==> src/rtl/serprom_pkg.sv <==
package serprom_pkg;

    localparam int FRAME_W = 25;
    localparam int HDR_W   = 9;
    localparam int WORD_W  = 16;
    localparam int ADDR_W  = 6;

    localparam logic [2:0] C_READ  = 3'd0;
    localparam logic [2:0] C_WRITE = 3'd1;
    localparam logic [2:0] C_ERASE = 3'd2;
    localparam logic [2:0] C_WREN  = 3'd3;
    localparam logic [2:0] C_WRDIS = 3'd4;
    localparam logic [2:0] C_ERALL = 3'd5;
    localparam logic [2:0] C_WRALL = 3'd6;

    typedef enum logic [1:0] {
        ST_IDLE,
        ST_SHIFT,
        ST_GAP,
        ST_POLL
    } state_e;

endpackage

==> src/rtl/serprom_tick.sv <==
module serprom_tick #(
    parameter int DIV = 4
) (
    input  logic clk,
    input  logic rst_n,
    input  logic run,
    output logic tick
);
    localparam int CW = (DIV > 1) ? $clog2(DIV) : 1;

    logic [CW-1:0] cnt_q, cnt_d;

    assign tick = run && (cnt_q == CW'(DIV - 1));

    always_comb begin
        cnt_d = cnt_q;
        if (!run || tick) cnt_d = '0;
        else              cnt_d = cnt_q + 1'b1;
    end

    always_ff @(posedge clk or negedge rst_n) begin
        if (!rst_n) cnt_q <= '0;
        else        cnt_q <= cnt_d;
    end
endmodule

==> src/rtl/serprom_frame.sv <==
module serprom_frame
    import serprom_pkg::*;
(
    input  logic [2:0]         code,
    input  logic [ADDR_W-1:0]  addr,
    input  logic [WORD_W-1:0]  wdata,
    output logic [FRAME_W-1:0] frame,
    output logic [4:0]         nbits,
    output logic               is_read,
    output logic               is_prog
);
    logic [1:0]        op;
    logic [ADDR_W-1:0] afield;
    logic              with_data;

    always_comb begin
        op        = 2'b00;
        afield    = '0;
        with_data = 1'b0;
        is_read   = 1'b0;
        is_prog   = 1'b0;
        case (code)
            C_READ:  begin op = 2'b10; afield = addr; is_read = 1'b1; end
            C_WRITE: begin op = 2'b01; afield = addr; with_data = 1'b1; is_prog = 1'b1; end
            C_ERASE: begin op = 2'b11; afield = addr; is_prog = 1'b1; end
            C_WREN:  afield = 6'b11_0000;
            C_ERALL: begin afield = 6'b10_0000; is_prog = 1'b1; end
            C_WRALL: begin afield = 6'b01_0000; with_data = 1'b1; is_prog = 1'b1; end
            default: afield = 6'b00_0000;
        endcase
        frame = {1'b1, op, afield, (with_data ? wdata : {WORD_W{1'b0}})};
        nbits = (with_data || is_read) ? 5'(FRAME_W) : 5'(HDR_W);
    end
endmodule

==> src/rtl/serprom_master.sv <==
module serprom_master
    import serprom_pkg::*;
#(
    parameter int CLK_DIV     = 4,
    parameter int CS_LOW_CYC  = 113,
    parameter int TIMEOUT_CYC = 2_500_000
) (
    input  logic              clk,
    input  logic              rst_n,
    input  logic              cmd_valid,
    output logic              cmd_ready,
    input  logic [2:0]        cmd_code,
    input  logic [ADDR_W-1:0] cmd_addr,
    input  logic [WORD_W-1:0] cmd_wdata,
    output logic [WORD_W-1:0] rdata,
    output logic              done,
    output logic              err,
    output logic              ee_cs,
    output logic              ee_sk,
    output logic              ee_di,
    input  logic              ee_do
);
    localparam int GW = $clog2(CS_LOW_CYC + 1);
    localparam int TW = $clog2(TIMEOUT_CYC + 1);

    typedef struct packed {
        state_e             st;
        logic [FRAME_W-1:0] frame;
        logic [4:0]         left;
        logic               cs;
        logic               sk;
        logic               di;
        logic [WORD_W-1:0]  rx;
        logic [WORD_W-1:0]  rdata;
        logic               rd;
        logic               prog;
        logic               polled;
        logic               done;
        logic               err;
        logic [GW-1:0]      gap;
        logic [TW-1:0]      wait_cnt;
    } regs_t;

    regs_t r_q, r_d;

    logic               tick;
    logic [FRAME_W-1:0] f_frame;
    logic [4:0]         f_nbits;
    logic               f_read, f_prog;

    serprom_tick #(.DIV(CLK_DIV)) u_tick (
        .clk   (clk),
        .rst_n (rst_n),
        .run   (r_q.st == ST_SHIFT),
        .tick  (tick)
    );

    serprom_frame u_frame (
        .code    (cmd_code),
        .addr    (cmd_addr),
        .wdata   (cmd_wdata),
        .frame   (f_frame),
        .nbits   (f_nbits),
        .is_read (f_read),
        .is_prog (f_prog)
    );

    always_comb begin
        r_d      = r_q;
        r_d.done = 1'b0;
        case (r_q.st)
            ST_IDLE: begin
                if (cmd_valid) begin
                    r_d.st     = ST_SHIFT;
                    r_d.frame  = f_frame;
                    r_d.left   = f_nbits;
                    r_d.rd     = f_read;
                    r_d.prog   = f_prog;
                    r_d.polled = 1'b0;
                    r_d.err    = 1'b0;
                    r_d.cs     = 1'b1;
                    r_d.sk     = 1'b0;
                    r_d.di     = f_frame[FRAME_W-1];
                end
            end
            ST_SHIFT: begin
                if (tick) begin
                    if (!r_q.sk) begin
                        r_d.sk = 1'b1;
                    end else begin
                        r_d.sk = 1'b0;
                        r_d.rx = {r_q.rx[WORD_W-2:0], ee_do};
                        if (r_q.left == 5'd1) begin
                            r_d.st  = ST_GAP;
                            r_d.cs  = 1'b0;
                            r_d.di  = 1'b0;
                            r_d.gap = '0;
                            if (r_q.rd) r_d.rdata = {r_q.rx[WORD_W-2:0], ee_do};
                        end else begin
                            r_d.left  = r_q.left - 5'd1;
                            r_d.frame = {r_q.frame[FRAME_W-2:0], 1'b0};
                            r_d.di    = r_q.frame[FRAME_W-2];
                        end
                    end
                end
            end
            ST_GAP: begin
                r_d.gap = r_q.gap + 1'b1;
                if (r_q.gap == GW'(CS_LOW_CYC - 1)) begin
                    if (r_q.prog && !r_q.polled) begin
                        r_d.st       = ST_POLL;
                        r_d.cs       = 1'b1;
                        r_d.wait_cnt = '0;
                    end else begin
                        r_d.st   = ST_IDLE;
                        r_d.done = 1'b1;
                    end
                end
            end
            ST_POLL: begin
                r_d.wait_cnt = r_q.wait_cnt + 1'b1;
                if ((r_q.wait_cnt >= TW'(2)) && ee_do) begin
                    r_d.polled = 1'b1;
                    r_d.cs     = 1'b0;
                    r_d.st     = ST_GAP;
                    r_d.gap    = '0;
                end else if (r_q.wait_cnt == TW'(TIMEOUT_CYC - 1)) begin
                    r_d.polled = 1'b1;
                    r_d.err    = 1'b1;
                    r_d.cs     = 1'b0;
                    r_d.st     = ST_GAP;
                    r_d.gap    = '0;
                end
            end
            default: r_d.st = ST_IDLE;
        endcase
    end

    always_ff @(posedge clk or negedge rst_n) begin
        if (!rst_n) begin
            r_q    <= '0;
            r_q.st <= ST_IDLE;
        end else begin
            r_q <= r_d;
        end
    end

    assign cmd_ready = (r_q.st == ST_IDLE);
    assign rdata     = r_q.rdata;
    assign done      = r_q.done;
    assign err       = r_q.err;
    assign ee_cs     = r_q.cs;
    assign ee_sk     = r_q.sk;
    assign ee_di     = r_q.di;
endmodule

==> config.mk <==
export PLATFORM = sky130hd
export DESIGN_NAME = serprom_master
export DESIGN_NICKNAME = d
export VERILOG_FILES = /design/src/rtl/serprom_pkg.sv /design/src/rtl/serprom_tick.sv /design/src/rtl/serprom_frame.sv /design/src/rtl/serprom_master.sv
export SDC_FILE = /design/constraint.sdc
export NUM_CORES = 1
export LEC_CHECK = 0
export BUFFER_PORTS_ARGS = -buffer_cell sky130_fd_sc_hd__buf_2
export CAP_MARGIN = 20
export CORE_AREA = 8 8 115 117
export CTS_BUF_LIST = sky130_fd_sc_hd__clkbuf_8
export CTS_CLUSTER_DIAMETER = 150
export DETAILED_ROUTE_END_ITERATION = 8
export DIE_AREA = 0 0 123 125
export PLACE_DENSITY = 0.72
export SYNTH_ARGS = -nofsm -noshare
export SYNTH_HDL_FRONTEND = slang
export SYNTH_HIERARCHICAL = 1
export SYNTH_SLANG_ARGS = --single-unit
==> constraint.sdc <==
create_clock -name clk -period 2.7 [get_ports clk]
set_input_delay 0.405 -clock clk [delete_from_list [all_inputs] [get_ports clk]]
set_output_delay 0.405 -clock clk [all_outputs]
set_load 0.005 [all_outputs]
==> run summary, run 1 <==
Num rows: 40
First-pass GRT wire length: 19.15 mm
Num CTS Buffers: 9
Detailed Route WL: 11.35 mm
Die Area: 0.01538 mm2
Layout area overhead: 9.014%
IO Pins: 51
Post-route ant nets: 0
DR iter-0 viols: 313
Root buffer cell: clkbuf_8
Count of input and output buffers: 50
First-pass DRT Iterations: 5
Met3 global-route usage: 0.04275
Core area: 0.01161 mm2
Clock sinks: 101
Endpoints failing hold: 0
Clock latency at the later pin of the worst-skew pair: 0.37 ns
CTS tree: built
Clock slew seen by the registers of the worst setup and hold paths: 0.09 ns
Crit-path cells: inv_1 > ha_1 > and4bb_2 > a41oi_4 > or3_4 > or4_1 > a21oi_1
RSZ-0062 raised after global routing: false
Mean Syn Cell Area: 9.666 um2
Post-route DRC: 0
Grt ovf: 0
Met2 Use GR: 0.2419
Worst Path Max Fanout: 12
Setup TNS Final: 0 ns
Vert. Die Dim: 125 um
# Post-CTS Setup Buffers: 0
Leak: 2.699 nW
Nets: 611
Most frequent cells in the layout: dfrtp_1 (101), nor2_1 (54), nand2_1 (49), buf_2 (49), nand3_1 (36)
DR vias/cell: 5.713
Initial antenna violation count: 0
Max Slew Vio Count: 0
Die X: 123 um
DPL Wire Length: 7.896 mm
Pwr/cell area: 459.7 mW/mm2
Setup CP Type: reg -> reg
Htree depth: 3
Vias in the first global route: 4,013
Synth Register Bits: 101
Syn Inst Count: 550
Worst Path Arrival: 2.67 ns
Largest net degree at the start of global routing: 49
Cell at the slowest stage of the critical path: or4_1
Fraction of layout cells with a size suffix above 1: 0.1707
Clock skew: 0.01595 ns
Layer with the highest usage: met2
Mapped cell area: 0.005316 mm2
Post-synthesis async set-or-reset flop share: 1.000
Met1 Track Usage GR: 0.1976
Max Cap Viol: 0
Initial core utilization: 0.4579
Status: finished clean
Final min period: 2.378 ns
Per-cell routed wire length: 15.61 um
Min-delay worst type: in -> reg
# setup viols final: 0
Synth Flop Type: dfrtp_1
Worst-Margin Slew: 0.6957 ns
Seq/Total Area, Yosys: 0.4754
Gpl congestion: 0.8288
Synth unique cells: 56
Placed cell area: 0.005570 mm2
N_diodes: 0
Post-CTS Resized: 0
Syn. warnings: 6
Critical path capture point type: register
Design area: 0.005796 mm2
Crit share post-route: 0.8808
Achievable Freq: 420.5 MHz
Startpoint Class: register
Total GRT Usage: 0.1502
Peak VDD IR: 0.0003895 V
Leading cell type in the layout, fill and taps excluded: dfrtp_1
CP max stage delay: 0.52 ns
Number of enable flip-flop cells after synthesis: 0
Vias: 4,153
Worst slew margin: 0.5351
WP data required: 2.99 ns
Worst-case clock buffer depth: 2
final cells by class:
| cell class | instances | area [um2] |
|---|---|---|
| Sequential cell | 101 | 2527 |
| Inverter | 16 | 60.06 |
| Clock buffer | 9 | 123.9 |
| Fill cell | 1060 | 5816 |
| Multi-Input combinational cell | 383 | 2436 |
| Tap cell | 147 | 183.9 |
| Timing Repair Buffer | 64 | 372.9 |
| Clock inverter | 7 | 91.34 |
timing repair:
item | 4_1_cts | 5_1_grt
endpoints found under the hold margin | 28 | 0
setup endpoints to repair | 0 | 0
hold buffers | 1 | 0
worst paths after layout:
kind | start | endpoint | slack (ns) | cells after the start
worst max-delay path | r_q[22]$_DFFE_PN0P_ | r_q[15]$_DFFE_PN0P_ | 0.32 | 7
worst min-delay path | ee_do | rdata[0]$_DFFE_PN0P_ | 0.34 | 2
worst max register to register | r_q[22]$_DFFE_PN0P_ | r_q[15]$_DFFE_PN0P_ | 0.32 | 7
worst min register to register | u_tick/cnt_q[0]$_DFF_PN0_ | u_tick/cnt_q[0]$_DFF_PN0_ | 0.47 | 1
max in group asynchronous | rst_n | r_q[84]$_DFFE_PN0P_ | 1.50 | 3
min in group asynchronous | rst_n | r_q[1]$_DFFE_PN0P_ | 0.51 | 2
power by group:
| part | leakage, nW | internal (W) | switching [W] |
|---|---|---|---|
| sequential | 1.38 | 0.00151 | 0.00000191 |
| combinational | 1.21 | 0.0000416 | 0.0000652 |
| clock | 0.114 | 0.000519 | 0.000522 |
| total | 2.70 | 0.00208 | 0.000589 |
synthesized netlist by cell type (6+ instances only):
library cell | number | area (um2)
a21boi_0 | 6 | 45.04
a21boi_2 | 10 | 112.6
a21oi_1 | 22 | 110.1
a31oi_1 | 28 | 175.2
and2_1 | 7 | 43.79
and3_1 | 6 | 37.54
buf_4 | 22 | 165.2
clkbuf_1 | 21 | 78.83
dfrtp_1 | 101 | 2527
ha_1 | 7 | 87.58
inv_1 | 13 | 48.80
mux2_1 | 33 | 371.6
nand2_1 | 49 | 183.9
nand3_1 | 37 | 185.2
nor2_1 | 54 | 202.7
nor3_1 | 7 | 35.03
nor4_1 | 12 | 75.07
o21ai_0 | 12 | 60.06
o21ai_1 | 15 | 75.07
o31ai_1 | 9 | 67.56
or4_1 | 9 | 67.56
xnor2_1 | 9 | 78.83
layer usage:
layer	wire, um	vias up	part of all wire
li1	-	1993	-
met1	5204	2033	0.46
met2	5436	121	0.48
met3	655	6	0.058
met4	48	0	0.0042
met5	0	-	0
logic make-up (layout without fill, tap and decap cells):
group | after synthesis | after routing | synth area share
xor+xnor | 10 | 10 | 0.01648
mux | 34 | 34 | 0.07178
other cells | 2 | 5 | 0.001413
flops | 101 | 101 | 0.4754
fa+ha+maj | 7 | 7 | 0.01647
simple gates | 204 | 204 | 0.1911
compound gates | 123 | 123 | 0.1579
buf+inv | 69 | 96 | 0.06943
registers in the layout (all words and copies together) (netlist names):
| register | cells |
|---|---|
| r_q | 78 |
| rdata | 16 |
| u_tick/cnt_q | 2 |
| done | 1 |
| ee_cs | 1 |
| ee_di | 1 |
| ee_sk | 1 |
| err | 1 |
worst max-delay path: cells and delay by family, from the launching register on:
kind,cells,cell delay [ns]
AND/OR/NAND/NOR,3,1.29
flip-flops,1,0.40
AO/OA/AOI/OAI,2,0.37
adder cells (fa/ha/maj),1,0.15
buffers and inverters,1,0.09
per-stage QoR:
| stage | hold slack (ns) | util | setup WS [ns] | power, W | cells |
|---|---|---|---|---|---|
| after floorplan | 0.1094 | - | 0.04977 | 0.001600 | 553 |
| after global placement | 0.3702 | 0.4797 | 0.4256 | 0.001653 | 710 |
| after detailed placement | 0.3782 | 0.4797 | 0.3684 | 0.001655 | 710 |
| after CTS | 0.3114 | 0.4991 | 0.3385 | 0.002705 | 727 |
| after global routing | 0.3149 | 0.4991 | 0.1989 | 0.002778 | 727 |
| final | 0.3380 | 0.4991 | 0.3220 | 0.002664 | 727 |
No activity file was read; power rests on OpenSTA's default activity.
==> run 2, diff against run 1 <==
- CORE_AREA: 8 8 115 117 -> 8 8 133 135
- DIE_AREA: 0 0 123 125 -> 0 0 141 143
- PLACE_DENSITY: 0.72 -> 0.55
- clock period: 2.7 -> 2.98 ns (I/O delays scaled with it)
==> run 2 against run 1 <==
Against the previous run:
- combinational power down 10%
- critical endpoint is now r_q[17]$_DFFE_PN0P_
- first-iteration DRC count down 16%
- sequential share of layout area is 0.53 points lower
- utilization fell by 12 points
- sequential power is 9.9% lower
- clock-buffer cell count is 1 higher
- sequential cell count stayed put
- register-to-register slack improved by 0.29 ns
- fmax rose by 0.53%
==> run summary, run 2 (synthesis gave the netlist of run 1 again) <==
Status: finished clean
Count of input and output buffers: 50
Startpoint Class: register
Worst Path Arrival: 2.67 ns
N_diodes: 0
Leading cell type in the layout, fill and taps excluded: dfrtp_1
Peak VDD IR: 0.0001865 V
Clock skew: 0.01658 ns
Worst slew margin: 0.5280
Setup TNS Final: 0 ns
Endpoints failing hold: 0
Fraction of layout cells with a size suffix above 1: 0.1664
Num CTS Buffers: 9
Hold_sp: ee_do
Max Slew Vio Count: 0
Initial core utilization: 0.3408
Worst Path Max Fanout: 12
CTS tree: built
Critical path startpoint: r_q[22]$_DFFE_PN0P_
DPL Wire Length: 8.093 mm
DR vias/cell: 5.102
Die X: 141 um
IO Pins: 51
RR Startpoint: r_q[22]$_DFFE_PN0P_
Initial antenna violation count: 0
Root buffer cell: clkbuf_8
Leak: 2.689 nW
Gpl congestion: 0.7968
Setup CP Type: reg -> reg
Post-route DRC: 0
Design area: 0.005867 mm2
Max Cap Viol: 0
Pwr/cell area: 416.2 mW/mm2
Most frequent cells in the layout: dfrtp_1 (101), nor2_1 (54), nand2_1 (49), buf_2 (49), nand3_1 (37)
Vert. Die Dim: 143 um
Nets: 609
Clock sinks: 101
Layout area overhead: 10.36%
Core area: 0.01560 mm2
Worst-case clock buffer depth: 2
Num rows: 46
WP data required: 3.28 ns
DR iter-0 viols: 264
Number of flip-flops in the largest register: 78
Detailed Route WL: 11.45 mm
Crit share post-route: 0.7938
Largest net degree at the start of global routing: 78
Per-cell routed wire length: 14.43 um
Vias in the first global route: 3,956
FILL cells: 1,586
Die Area: 0.02016 mm2
Clock slew seen by the registers of the worst setup and hold paths: 0.10 ns
Placed cell area: 0.005637 mm2
R2R Setup Slk: 0.61 ns
Largest Register: r_q
First-pass DRT Iterations: 4
Post-route ant nets: 0
Vias: 4,046
RSZ-0062 raised after global routing: false
Final min period: 2.366 ns
Grt ovf: 0
First-pass GRT wire length: 19.72 mm
Critical path capture point type: register
Total GRT Usage: 0.1209
Achievable Freq: 422.7 MHz
# setup viols final: 0
Worst-Margin Slew: 0.7063 ns
Htree depth: 3
Clock latency at the later pin of the worst-skew pair: 0.38 ns
Min-delay worst type: in -> reg
run 2: cell types whose count changed in the layout (fill, tap and decap cells not counted), sizes merged:
cell and delta:
clkinv -3, buf -2, clkbuf +1, inv +1
run 2: per-layer routing:
metal	up-vias	GRT usage	part of all wire
met1	1971	0.1645	0.50
met5	-	0	0
met3	15	0.02938	0.047
met2	80	0.1820	0.44
met4	0	0.04581	0.014
li1	1980	-	-
run 2: critical path, stage by stage (launching register included):
cell,delay [ns]
dfrtp_1,0.40
inv_1,0.10
ha_1,0.14
and4bb_2,0.30
a41oi_4,0.20
or3_4,0.48
or4_1,0.51
a21oi_1,0.16
run 2: layout make-up:
type / instances / area [um2] / area share
inverters: 16 / 60.06 / 0.01024
clock buffers: 10 / 137.6 / 0.02346
well taps: 216 / 270.3 / 0.04607
repair buffers: 62 / 357.8 / 0.06099
multi-input cells: 383 / 2431 / 0.4144
flip-flops and latches: 101 / 2527 / 0.4308
clock inverters: 5 / 82.58 / 0.01408
run 2: repair_timing:
| action | 4_1_cts | 5_1_grt |
|---|---|---|
| buffers inserted | 0 | 0 |
| resized for setup | 0 | 0 |
| endpoints found under the hold margin | 24 | 0 |
| hold buffers | 1 | 0 |
run 2: final timing paths:
check	end	depth (start not counted)
max in group asynchronous	rdata[10]$_DFFE_PN0P_	3
max reg2reg	r_q[17]$_DFFE_PN0P_	7
min in group asynchronous	r_q[23]$_DFFE_PN0P_	2
min reg2reg	u_tick/cnt_q[0]$_DFF_PN0_	1
min	r_q[50]$_DFFE_PN0P_	2
max	r_q[17]$_DFFE_PN0P_	7
run 2: per-stage QoR:
step                      utilization  power, W  setup slack (ns)  cells  hold slack (ns)
final                          0.3761  0.002442            0.6145    793           0.3571
after global routing           0.3761  0.002547            0.4339    793           0.3579
after CTS                      0.3761  0.002492            0.6203    793           0.3270
after detailed placement       0.3614  0.001499            0.6460    777           0.3941
after global placement         0.3614  0.001498            0.7039    777           0.3909
after floorplan                     -  0.001450            0.1304    553           0.1514
run 2: where the power goes:
part	internal, W	total, W	leakage (nW)	switching [W]
combinational	0.0000368	0.0000959	1.20	0.0000591
sequential	0.00137	0.00137	1.38	0.00000175
clock	0.000496	0.000972	0.113	0.000476
total	0.00190	0.00244	2.69	0.000537
==> run 3, diff against run 2 <==
- clock period: 2.98 -> 2.35 ns (I/O delays scaled with it)
==> run 3 against run 2 <==
Against the previous run:
- total power rose by 25%
- die area did not move
- register-to-register slack got worse by 0.50 ns
- routed wire length rose by 4.5%
- clock power rose by 23%
- combinational power rose by 28%
- sequential cell count did not move
- utilization rose by 0.59 points
- non-clock buffer count rose by 7
==> run summary, run 3 (synthesis gave the netlist of run 1 again) <==
Vert. Die Dim: 143 um
RR Startpoint: r_q[22]$_DFFE_PN0P_
Final min period: 2.237 ns
Core area: 0.01560 mm2
Final WS setup: 0.1125 ns
Leading cell type in the layout, fill and taps excluded: dfrtp_1
Vias in the first global route: 4,013
DR iter-0 viols: 239
Endpoints failing hold: 0
Startpoint Class: register
Critical path capture point type: register
Detailed Route WL: 11.96 mm
Clock slew seen by the registers of the worst setup and hold paths: 0.10 ns
Largest net degree at the start of global routing: 53
R2R cell count: 7
Crit-path cells: inv_1 > ha_1 > and4bb_2 > a41oi_4 > or3_4 > or4_1 > a21oi_1
Pwr/cell area: 514.1 mW/mm2
Peak VDD IR: 0.0002482 V
R2R Path End: r_q[21]$_DFFE_PN0P_
Achievable Freq: 446.9 MHz
Post-route DRC: 0
Clock sinks: 101
Post-Place Worst Slack: 0.1010 ns
Grt ovf: 0
Initial core utilization: 0.3408
Clock skew: 0.01382 ns
Worst Path Max Fanout: 6
Die X: 141 um
Gpl congestion: 0.8177
Htree depth: 3
CP max stage delay: 0.52 ns
Num CTS Buffers: 9
# setup viols final: 0
Min-Delay Endpoint: r_q[50]$_DFFE_PN0P_
Nets: 617
Num rows: 46
Worst slew margin: 0.6456
Total GRT Usage: 0.1235
DR vias/cell: 5.071
CTS tree: built
WP data required: 2.67 ns
Max Slew Vio Count: 0
Core Util, Final: 0.3820
Total power draw: 0.003063 W
Leak: 2.716 nW
Design area: 0.005958 mm2
Die Area: 0.02016 mm2
Post-route ant nets: 0
Placed cell area: 0.005697 mm2
Clock latency at the later pin of the worst-skew pair: 0.38 ns
Worst-case clock buffer depth: 2
R2R Setup Slk: 0.11 ns
First-pass GRT wire length: 20.01 mm
Root buffer cell: clkbuf_8
Per-cell routed wire length: 14.95 um
Crit share post-route: 0.9521
Largest Register: r_q
Hold depth: 2
Vias: 4,057
Cell at the slowest stage of the critical path: or4_1
Setup TNS Final: 0 ns
Min-delay worst type: in -> reg
Hold_sp: ee_do
Initial antenna violation count: 0
Fraction of layout cells with a size suffix above 1: 0.1866
Max Cap Viol: 0
First-pass DRT Iterations: 4
IO Pins: 51
Number of flip-flops in the largest register: 78
Worst Path Arrival: 2.55 ns
N_diodes: 0
Setup CP Type: reg -> reg
Layout area overhead: 12.07%
DPL Wire Length: 8.380 mm
Count of input and output buffers: 50
Worst-Margin Slew: 0.5247 ns
Status: finished clean
Most frequent cells in the layout: dfrtp_1 (101), nor2_1 (53), buf_2 (49)
-- run 3: final cells by class --
class	count	area [um2]
clock buffers	9	123.9
clock inverters	5	85.08
well taps	216	270.3
inverters	16	60.06
repair buffers	69	422.9
flip-flops and latches	101	2527
multi-input cells	384	2469
fillers	1601	9639
-- run 3: power by group --
group / internal (W) / switching (W) / total (W) / leakage [nW]
logic: 0.0000478 / 0.0000756 / 0.000123 / 1.24
registers: 0.00174 / 0.00000253 / 0.00174 / 1.38
clock network: 0.000595 / 0.000602 / 0.00120 / 0.102
total: 0.00238 / 0.000680 / 0.00306 / 2.72
-- run 3: metrics by stage --
step,instances,hold WS (ns)
2_1_floorplan,553,0.05691
3_3_place_gp,781,0.2520
3_5_place_dp,781,0.2473
4_1_cts,796,0.2591
5_1_grt,800,0.2446
6_report,800,0.2686
-- run 3: repair_timing --
item,in CTS,in global routing
gates resized for setup,0,3
buffers inserted,0,3
endpoints found under the setup margin,0,9
hold buffers,1,0
endpoints found under the hold margin,17,0
-- run 3: worst max-delay path by stage --
stage / slack [ns] / from / to / cells past startpoint
detailed placement: 0.10 / r_q[22]$_DFFE_PN0P_ / r_q[21]$_DFFE_PN0P_ / 7
global placement: 0.14 / r_q[22]$_DFFE_PN0P_ / r_q[15]$_DFFE_PN0P_ / 7
finish: 0.11 / r_q[22]$_DFFE_PN0P_ / r_q[21]$_DFFE_PN0P_ / 7
CTS: 0.06 / r_q[22]$_DFFE_PN0P_ / r_q[21]$_DFFE_PN0P_ / 7
global route: -0.007 / r_q[22]$_DFFE_PN0P_ / r_q[21]$_DFFE_PN0P_ / 7
floorplan: 0.009 / r_q[100]$_DFFE_PN0P_ / rdata[10]$_DFFE_PN0P_ / 12
-- run 3: per-layer routing --
metal | part of all wire | track usage
met4 | 0.0067 | 0.03394
met5 | 0 | 0
met3 | 0.059 | 0.04674
met1 | 0.48 | 0.1551
met2 | 0.46 | 0.1950
-- run 3: critical path, delay by kind of cell (launching register included) --
kind                     cells  cell delay, ns
flip-flops                   1            0.41
AO/OA/AOI/OAI                2            0.32
AND/OR/NAND/NOR              3            1.21
adder cells (fa/ha/maj)      1            0.15
buffers and inverters        1            0.10
